--- config.mk ---
export PLATFORM = sky130hd
export DESIGN_NAME = spad_octal_ptr
export DESIGN_NICKNAME = d
export VERILOG_FILES = /design/src/rtl/spad_pkg.sv /design/src/rtl/spad_ptr.sv /design/src/rtl/spad_bank.sv /design/src/rtl/spad_octal_ptr.sv
export SDC_FILE = /design/constraint.sdc
export NUM_CORES = 1
export LEC_CHECK = 0
export BUFFER_PORTS_ARGS = -buffer_cell sky130_fd_sc_hd__buf_4
export CAP_MARGIN = 20
export CORE_UTILIZATION = 57
export CTS_CLUSTER_SIZE = 8
export DETAILED_ROUTE_END_ITERATION = 12
export GPL_TIMING_DRIVEN = 0
export PLACE_DENSITY_LB_ADDON = 0.25
export SYNTH_ARGS = -nofsm -noshare
export SYNTH_HDL_FRONTEND = slang
export SYNTH_SLANG_ARGS = --single-unit
export TNS_END_PERCENT = 100
--- constraint.sdc ---
create_clock -name clk_i -period 2.4 [get_ports clk_i]
set_input_delay 0.24 -clock clk_i [delete_from_list [all_inputs] [get_ports clk_i]]
set_output_delay 0.24 -clock clk_i [all_outputs]
set_load 0.005 [all_outputs]
--- src/rtl/spad_pkg.sv ---
package spad_pkg;
  typedef enum logic [1:0] {
    AM_DIRECT   = 2'b00,
    AM_IND_HOLD = 2'b01,
    AM_IND_INC  = 2'b10,
    AM_IND_DEC  = 2'b11
  } acc_mode_e;
endpackage

--- src/rtl/spad_ptr.sv ---
module spad_ptr #(
  parameter int DIGIT_W = 3,
  localparam int PTR_W  = 2 * DIGIT_W
) (
  input  logic               clk_i,
  input  logic               rst_ni,
  input  logic               step_i,
  input  logic               down_i,
  input  logic               hi_ld_i,
  input  logic               lo_ld_i,
  input  logic [DIGIT_W-1:0] imm_i,
  output logic [PTR_W-1:0]   ptr_o
);
  localparam logic [DIGIT_W-1:0] ONE = DIGIT_W'(1);

  logic [DIGIT_W-1:0] hi_q, lo_q, lo_next;

  // low digit wraps inside its own width; no carry into hi
  always_comb lo_next = down_i ? (lo_q - ONE) : (lo_q + ONE);

  always_ff @(posedge clk_i or negedge rst_ni) begin
    if (!rst_ni) begin
      hi_q <= '0;
      lo_q <= '0;
    end else begin
      if (hi_ld_i) hi_q <= imm_i;
      if (lo_ld_i)     lo_q <= imm_i;
      else if (step_i) lo_q <= lo_next;
    end
  end

  assign ptr_o = {hi_q, lo_q};


  hi_stable_chk: assert property (@(posedge clk_i) disable iff (!rst_ni)
    (step_i && !hi_ld_i) |=> $stable(hi_q));

  lo_inc_chk: assert property (@(posedge clk_i) disable iff (!rst_ni)
    (step_i && !down_i && !lo_ld_i) |=> (lo_q == DIGIT_W'($past(lo_q) + ONE)));

  lo_dec_chk: assert property (@(posedge clk_i) disable iff (!rst_ni)
    (step_i && down_i && !lo_ld_i) |=> (lo_q == DIGIT_W'($past(lo_q) - ONE)));

  lo_load_chk: assert property (@(posedge clk_i) disable iff (!rst_ni)
    lo_ld_i |=> (lo_q == $past(imm_i)));
endmodule

--- src/rtl/spad_bank.sv ---
module spad_bank #(
  parameter int DATA_W = 8,
  parameter int ADDR_W = 6,
  parameter int SLOT   = 9,
  localparam int DEPTH = 1 << ADDR_W
) (
  input  logic              clk_i,
  input  logic              rst_ni,
  input  logic              wr_en_i,
  input  logic [ADDR_W-1:0] addr_i,
  input  logic [DATA_W-1:0] wdata_i,
  input  logic              sv_en_i,
  input  logic [DATA_W-1:0] sv_data_i,
  output logic [DATA_W-1:0] rdata_o,
  output logic [DATA_W-1:0] slot_o
);
  logic [DATA_W-1:0] mem_w [DEPTH];

  for (genvar i = 0; i < DEPTH; i++) begin : g_ent
    logic [DATA_W-1:0] q;
    logic              gen_hit;
    assign gen_hit = wr_en_i && (addr_i == ADDR_W'(i));
    if (i == SLOT) begin : g_slot
      // save port wins over the general write
      always_ff @(posedge clk_i or negedge rst_ni) begin
        if (!rst_ni)      q <= '0;
        else if (sv_en_i) q <= sv_data_i;
        else if (gen_hit) q <= wdata_i;
      end
    end else begin : g_plain
      always_ff @(posedge clk_i or negedge rst_ni) begin
        if (!rst_ni)      q <= '0;
        else if (gen_hit) q <= wdata_i;
      end
    end
    assign mem_w[i] = q;
  end

  assign rdata_o = mem_w[addr_i];
  assign slot_o  = mem_w[SLOT];


  save_wins_chk: assert property (@(posedge clk_i) disable iff (!rst_ni)
    sv_en_i |=> (slot_o == $past(sv_data_i)));
endmodule

--- src/rtl/spad_octal_ptr.sv ---
module spad_octal_ptr #(
  parameter int DATA_W  = 8,
  parameter int DIGIT_W = 3,
  parameter int DIR_W   = 4,
  parameter int SLOT    = 9,
  localparam int PTR_W  = 2 * DIGIT_W
) (
  input  logic               clk_i,
  input  logic               rst_ni,
  input  logic               acc_en_i,
  input  logic               acc_we_i,
  input  logic [1:0]         acc_mode_i,
  input  logic [DIR_W-1:0]   acc_dir_i,
  input  logic [DATA_W-1:0]  wdata_i,
  output logic [DATA_W-1:0]  rdata_o,
  input  logic               ptr_hi_ld_i,
  input  logic               ptr_lo_ld_i,
  input  logic [DIGIT_W-1:0] ptr_imm_i,
  output logic [PTR_W-1:0]   ptr_o,
  input  logic               stat_save_i,
  input  logic [DATA_W-1:0]  stat_i,
  output logic [DATA_W-1:0]  stat_slot_o
);
  import spad_pkg::*;

  acc_mode_e        mode;
  logic             ind, step, down;
  logic [PTR_W-1:0] addr;

  assign mode = acc_mode_e'(acc_mode_i);
  assign ind  = (mode != AM_DIRECT);
  assign step = acc_en_i && ((mode == AM_IND_INC) || (mode == AM_IND_DEC));
  assign down = (mode == AM_IND_DEC);
  assign addr = ind ? ptr_o : {{(PTR_W-DIR_W){1'b0}}, acc_dir_i};

  spad_ptr #(.DIGIT_W(DIGIT_W)) u_ptr (
    .clk_i   (clk_i),
    .rst_ni  (rst_ni),
    .step_i  (step),
    .down_i  (down),
    .hi_ld_i (ptr_hi_ld_i),
    .lo_ld_i (ptr_lo_ld_i),
    .imm_i   (ptr_imm_i),
    .ptr_o   (ptr_o)
  );

  spad_bank #(.DATA_W(DATA_W), .ADDR_W(PTR_W), .SLOT(SLOT)) u_bank (
    .clk_i     (clk_i),
    .rst_ni    (rst_ni),
    .wr_en_i   (acc_en_i && acc_we_i),
    .addr_i    (addr),
    .wdata_i   (wdata_i),
    .sv_en_i   (stat_save_i),
    .sv_data_i (stat_i),
    .rdata_o   (rdata_o),
    .slot_o    (stat_slot_o)
  );


  idle_ptr_chk: assert property (@(posedge clk_i) disable iff (!rst_ni)
    (!acc_en_i && !ptr_hi_ld_i && !ptr_lo_ld_i) |=> $stable(ptr_o));

  hold_ptr_chk: assert property (@(posedge clk_i) disable iff (!rst_ni)
    (acc_mode_i == 2'b01 && !ptr_hi_ld_i && !ptr_lo_ld_i) |=> $stable(ptr_o));
endmodule

==> results of run 1 <==
## cell families (layout without fill, tap and decap cells)
group / after synthesis / in the layout / share of synthesized area [%]
mux: 667 / 667 / 32.80
simple gates: 315 / 315 / 6.178
fa+ha+maj: 1 / 1 / 0.08218
flops: 518 / 518 / 53.21
other cells: 0 / 2 / 0
compound gates: 174 / 174 / 5.223
xor+xnor: 3 / 3 / 0.1079
buf+inv: 124 / 366 / 2.404
## where the power goes
group	internal (mW)	switching, mW
clock	5.58	3.84
sequential	9.94	0.744
combinational	2.52	3.13
total	18.0	7.72
## area by class of cell
cell class / count / area, um2
well taps: 539 / 674.4
flip-flops and latches: 518 / 12970
multi-input cells: 1160 / 12190
clock inverters: 4 / 65.06
diodes: 2 / 5.005
fillers: 2748 / 11460
plain buffers: 120 / 998.5
repair buffers: 162 / 1755
clock buffers: 78 / 1909
inverters: 2 / 7.507
## registers in the layout, summed over array words and instances (netlist names)
| name | cells |
|---|---|
| u_ptr.hi_q | 3 |
| u_bank.slot_o | 8 |
| u_bank.g_ent.q | 504 |
| u_ptr.lo_q | 3 |
## per-stage QoR
step / TNS [ps] / std cells / setup slack [ps] / power, mW
after global routing: -80460 / 2583 / -1357 / 26.29
after global placement: -2796590 / 2382 / -4239 / 14.88
after CTS: -125970 / 2535 / -1308 / 25.09
after floorplan: -983.9 / 1802 / -104.5 / 13.05
after detailed placement: -603380 / 2393 / -2249 / 15.10
final: -83630 / 2585 / -1385 / 25.76
## repair_timing
action | 4_1_cts | 5_1_grt
setup endpoints to repair | 520 | 488
endpoints found under the hold margin | 69 | 0
resized for setup | 258 | 146
setup buffers | 41 | 46
cloned | 0 | 2
pin swaps | 23 | 31
hold buffers | 20 | 0
## cell usage in the layout, fill, tap and decap left out, types with 16 or more instances in the layout
master / synthesis / routed
buf_4: 16 / 108
dfrtp_1: 518 / 514
nand2_1: 156 / 121
buf_6: 4 / 22
mux4_2: 50 / 52
dlygate4sd3_1: 0 / 20
nand2_2: 0 / 24
mux2_4: 1 / 33
buf_12: 0 / 24
nor2_4: 1 / 31
a221oi_1: 36 / 18
clkbuf_1: 63 / 55
mux2_2: 517 / 485
nand3_1: 39 / 25
a21oi_1: 21 / 16
mux2i_1: 96 / 72
clkbuf_16: 0 / 79
buf_16: 0 / 18
o21ai_0: 24 / 19
## per-layer routing
metal | GRT usage, % | share of wire [%]
met1 | 59.77 | 37
met2 | 66.23 | 43
met3 | 15.64 | 13
met4 | 32.76 | 8.0
met5 | 0 | 0
## critical path: stages (launching register included)
cell and delay (ps):
dfrtp_2 430, o21a_4 140, nor2_4 110, buf_12 170, buf_16 210, buf_16 190, buf_12 130, mux4_2 550
a22oi_2 300, nand2_1 90, or4_4 440, buf_6 140
## path summary, 6_finish.rpt
path                                                   startpoint                           endpoint  slack [ps]  cells past startpoint
worst max-delay path                    u_ptr.lo_q[0]$_DFFE_PN0P_                         rdata_o[2]       -1390                     11
worst min-delay path                                       rst_ni  u_bank.g_ent[63].q[5]$_DFFE_PN0P_         150                      2
worst max register to register          u_ptr.lo_q[0]$_DFFE_PN0P_  u_bank.g_ent[56].q[2]$_DFFE_PN0P_        -450                     13
worst min register to register  u_bank.g_ent[43].q[4]$_DFFE_PN0P_  u_bank.g_ent[43].q[4]$_DFFE_PN0P_         500                      1
max in group asynchronous                                  rst_ni  u_bank.g_ent[26].q[6]$_DFFE_PN0P_         450                      5
min in group clk_i                                     wdata_i[1]       u_bank.slot_o[1]$_DFFE_PN0P_         300                      3
==> impl_metrics.ini, run 1 <==
[finish]
num-nets-final = 2071
area_growth_pct = 25.51
utilization_pct = 72.73
final_area_um2 = 30580
drive_gt1_share_pct = 50.98

[synth]
synth_common_cells = dfrtp_1, mux2_2, nand2_1, mux2i_1, clkbuf_1
synth_top_area_share_pct = 53.21
yosysWarnings = 0
ys.flop_type = dfrtp_1
synth_edf_count = 0
synth_cells = 1802
ys_async_sr_fraction_pct = 100.0
ys_ff_latch = 518
avgSynthCellArea_um2 = 13.52
synth_top_area_cell = dfrtp_1
syn-num-nets = 1835
ys_seq_area_share_pct = 53.21
ys_top_cells_by_area = dfrtp_1, mux2_2, mux4_2
synth_cell_types = 69
syn-cell-area_um2 = 24360
synth.most_common_cell = dfrtp_1

[place]
place_area_um2 = 25590
io_buffers = 41
gp_congestion = 1.108
dp_hpwl_um = 67900

[floorplanning]
ios = 54
die_width_um = 208.7
fp.dieArea_um2 = 43570
rows = 75
fp.dieH_um = 208.7
core_area_um2 = 42040
initial_core_util_pct = 57.95

[setup_path]
start_kind = register
critPathCaptureType = primary output
cp_data_required_time_ps = 2160
worstPathArrival_ps = 3550
path_max_fanout = 8
crit_type = reg -> out

[global_routing]
grt_pass1_vias = 18570
grt_max_degree = 108
gr-usage-all-layers_pct = 46.45
grt.overflow.total = 0
grt_pass1_wl_um = 138500
antenna_found_initial = 4

[clock_network]
path_clk_slew_ps = 60
clk_path_buf_depth = 3
cts_made_buffers = 74
cts_sinks = 518
clk_latency_ps = 630
cts_tree = built
htreeDepth = 3
cts_root_buffer = clkbuf_16

[timing]
finClkSkew_ps = 18.24
grt_setup_unrepaired = yes
setup_violations = 357
clock.fmax_mhz = 264.2
drv_slew = 0
tightestPinTransition_ps = 1263
hold_viol_final = 0
holdWs_ps = 145.4
worst_slack_ps = -1385
period_share_pct = 157.7
min_period_ps = 3785
relSlewSlack_pct = 15.80

[power]
peakVddDrop_mv = 0.6866
p_per_area_nw_per_um2 = 842.4
p_leak_nw = 14.24

[detailed_routing]
drt-total-wl_um = 100300
drc = 0
firstDrtPassIters = 5
via_per_inst = 7.120
route.vias.total = 18400
wire_per_inst_um = 38.81
drt_iter0_drc = 2519
ant_nets = 0

[status]
violations = setup timing
status = finished, violations left

[job]
drv_cap = 0

[min_path]
worstHoldPathType = in -> async
Note: power is estimated with default switching activity, not from simulation.
==> run 2, diff against run 1 <==
==> constraint.sdc (replaced) <==
create_clock -name clk_i -period 2.4 [get_ports clk_i]
set_input_delay 0 -clock clk_i [delete_from_list [all_inputs] [get_ports clk_i]]
set_output_delay 0 -clock clk_i [all_outputs]
set_load 0.005 [all_outputs]
==> impl_metrics.ini, run 2 (synthesis gave the netlist of run 1 again) <==
[setup_path]
cp_data_required_time_ps = 2400
ff2ff_path_depth = 11
worstPathArrival_ps = 3520
path_max_fanout = 10
crit_type = reg -> out
reg2reg_slack_ps = -120
start_kind = register
critPathCaptureType = primary output

[detailed_routing]
wire_per_inst_um = 38.62
route.vias.total = 18530
firstDrtPassIters = 5
drt_iter0_drc = 2349
via_per_inst = 7.142
drt-total-wl_um = 100200
ant_nets = 0
drc = 0

[finish]
final_cell_mix = dfrtp_1, mux2_2, nand2_1
final_common_cell = dfrtp_1
area_growth_pct = 28.01
drive_gt1_share_pct = 52.02
finalNonFillerCells = 2595
num-nets-final = 2081
final_area_um2 = 31180
n_fill_cell = 2657
utilization_pct = 74.18
largest_reg_flops = 504
top_register = u_bank.g_ent.q

[place]
io_buffers = 41
dp_slack_ps = -1853
dp_cells = 2394
place_area_um2 = 25550
dp_hpwl_um = 64280
gp_congestion = 1.078

[clock_network]
clk_latency_ps = 620
cts_sinks = 518
htreeDepth = 3
cts_made_buffers = 74
cts_root_buffer = clkbuf_16
cts_tree = built
clk_path_buf_depth = 3
path_clk_slew_ps = 50

[status]
violations = setup timing
status = finished, violations left

[power]
p_per_area_nw_per_um2 = 829.6
peakVddDrop_mv = 0.6551
p_leak_nw = 14.43
finalPower_mw = 25.87

[timing]
clock.fmax_mhz = 283.9
fin_setup_tns_ps = -13000
relSlewSlack_pct = 9.707
period_share_pct = 146.8
hold_viol_final = 0
min_period_ps = 3523
finClkSkew_ps = 33.22
worst_slack_ps = -1123
grt_setup_unrepaired = yes
drv_slew = 0
holdWs_ps = 35.10
tightestPinTransition_ps = 1354
setup_violations = 155

[floorplanning]
initial_core_util_pct = 57.95
fp.dieArea_um2 = 43570
die_width_um = 208.7
core_area_um2 = 42040
fp.dieH_um = 208.7
rows = 75
ios = 54

[global_routing]
antenna_found_initial = 4
grt.overflow.total = 0
grt_pass1_wl_um = 138800
grt_pass1_vias = 18780
gr-usage-all-layers_pct = 46.35
grt_max_degree = 130

[min_path]
worstHoldPathType = in -> async

[job]
drv_cap = 0
## run 2: cell count changes in the layout (fill, tap and decap cells not counted), moves of 4 or more
cell      before  now
a221oi_1      18   12
buf_4        108  100
mux2_2       485  452
nand2_1      121  115
mux2_4        33   66
a211oi_1      12    8
a211oi_2       2    7
a221oi_4       6   10
buf_12        24   45
nand2_2       24   28
buf_16        18   14
buf_6         22   28
## run 2: layout make-up
type | instances | area [um2] | area share (%)
repair buffers | 174 | 2047 | 6.564
clock inverters | 4 | 67.56 | 0.2167
clock buffers | 77 | 1916 | 6.143
diodes | 3 | 7.507 | 0.02407
plain buffers | 118 | 1005 | 3.222
multi-input cells | 1160 | 12490 | 40.06
well taps | 539 | 674.4 | 2.163
inverters | 2 | 7.507 | 0.02407
flip-flops and latches | 518 | 12970 | 41.58
## run 2: where the power goes
group,internal (mW),leakage (nW),switching [mW]
clock network,5.60,0.974,3.84
logic,2.64,6.42,3.12
registers,9.94,7.03,0.719
## run 2: path summary, 6_finish.rpt
check	startpoint	endpoint
setup / recovery	u_ptr.lo_q[0]$_DFFE_PN0P_	rdata_o[0]
hold / removal	rst_ni	u_bank.g_ent[63].q[5]$_DFFE_PN0P_
setup reg to reg	u_ptr.lo_q[0]$_DFFE_PN0P_	u_bank.g_ent[35].q[2]$_DFFE_PN0P_
hold reg to reg	u_bank.g_ent[10].q[7]$_DFFE_PN0P_	u_bank.g_ent[10].q[7]$_DFFE_PN0P_
max in group asynchronous	rst_ni	u_bank.g_ent[14].q[0]$_DFFE_PN0P_
min in group clk_i	wdata_i[7]	u_bank.slot_o[7]$_DFFE_PN0P_
## run 2: metal layers
layer	GRT usage [%]	routed length, um
met1	58.81	36360
met2	65.43	42900
met3	15.03	11840
met4	37.15	9123
met5	0	9
## run 2: critical path, stage by stage (launching register included)
cell,delay [ps]
dfrtp_2,420
o21a_4,140
nor2_4,160
buf_6,160
buf_8,120
buf_12,180
buf_16,200
mux2i_4,100
a221oi_4,620
a22oi_2,250
and3_4,250
nand4_1,140
buf_4,140
## run 2: repair_timing
item | in CTS | in global routing
buffers inserted | 75 | 23
resized for setup | 356 | 150
endpoints found under the hold margin | 109 | 0
gates cloned | 3 | 2
hold buffers | 20 | 0
setup endpoints to repair | 520 | 387
pin swaps | 47 | 35
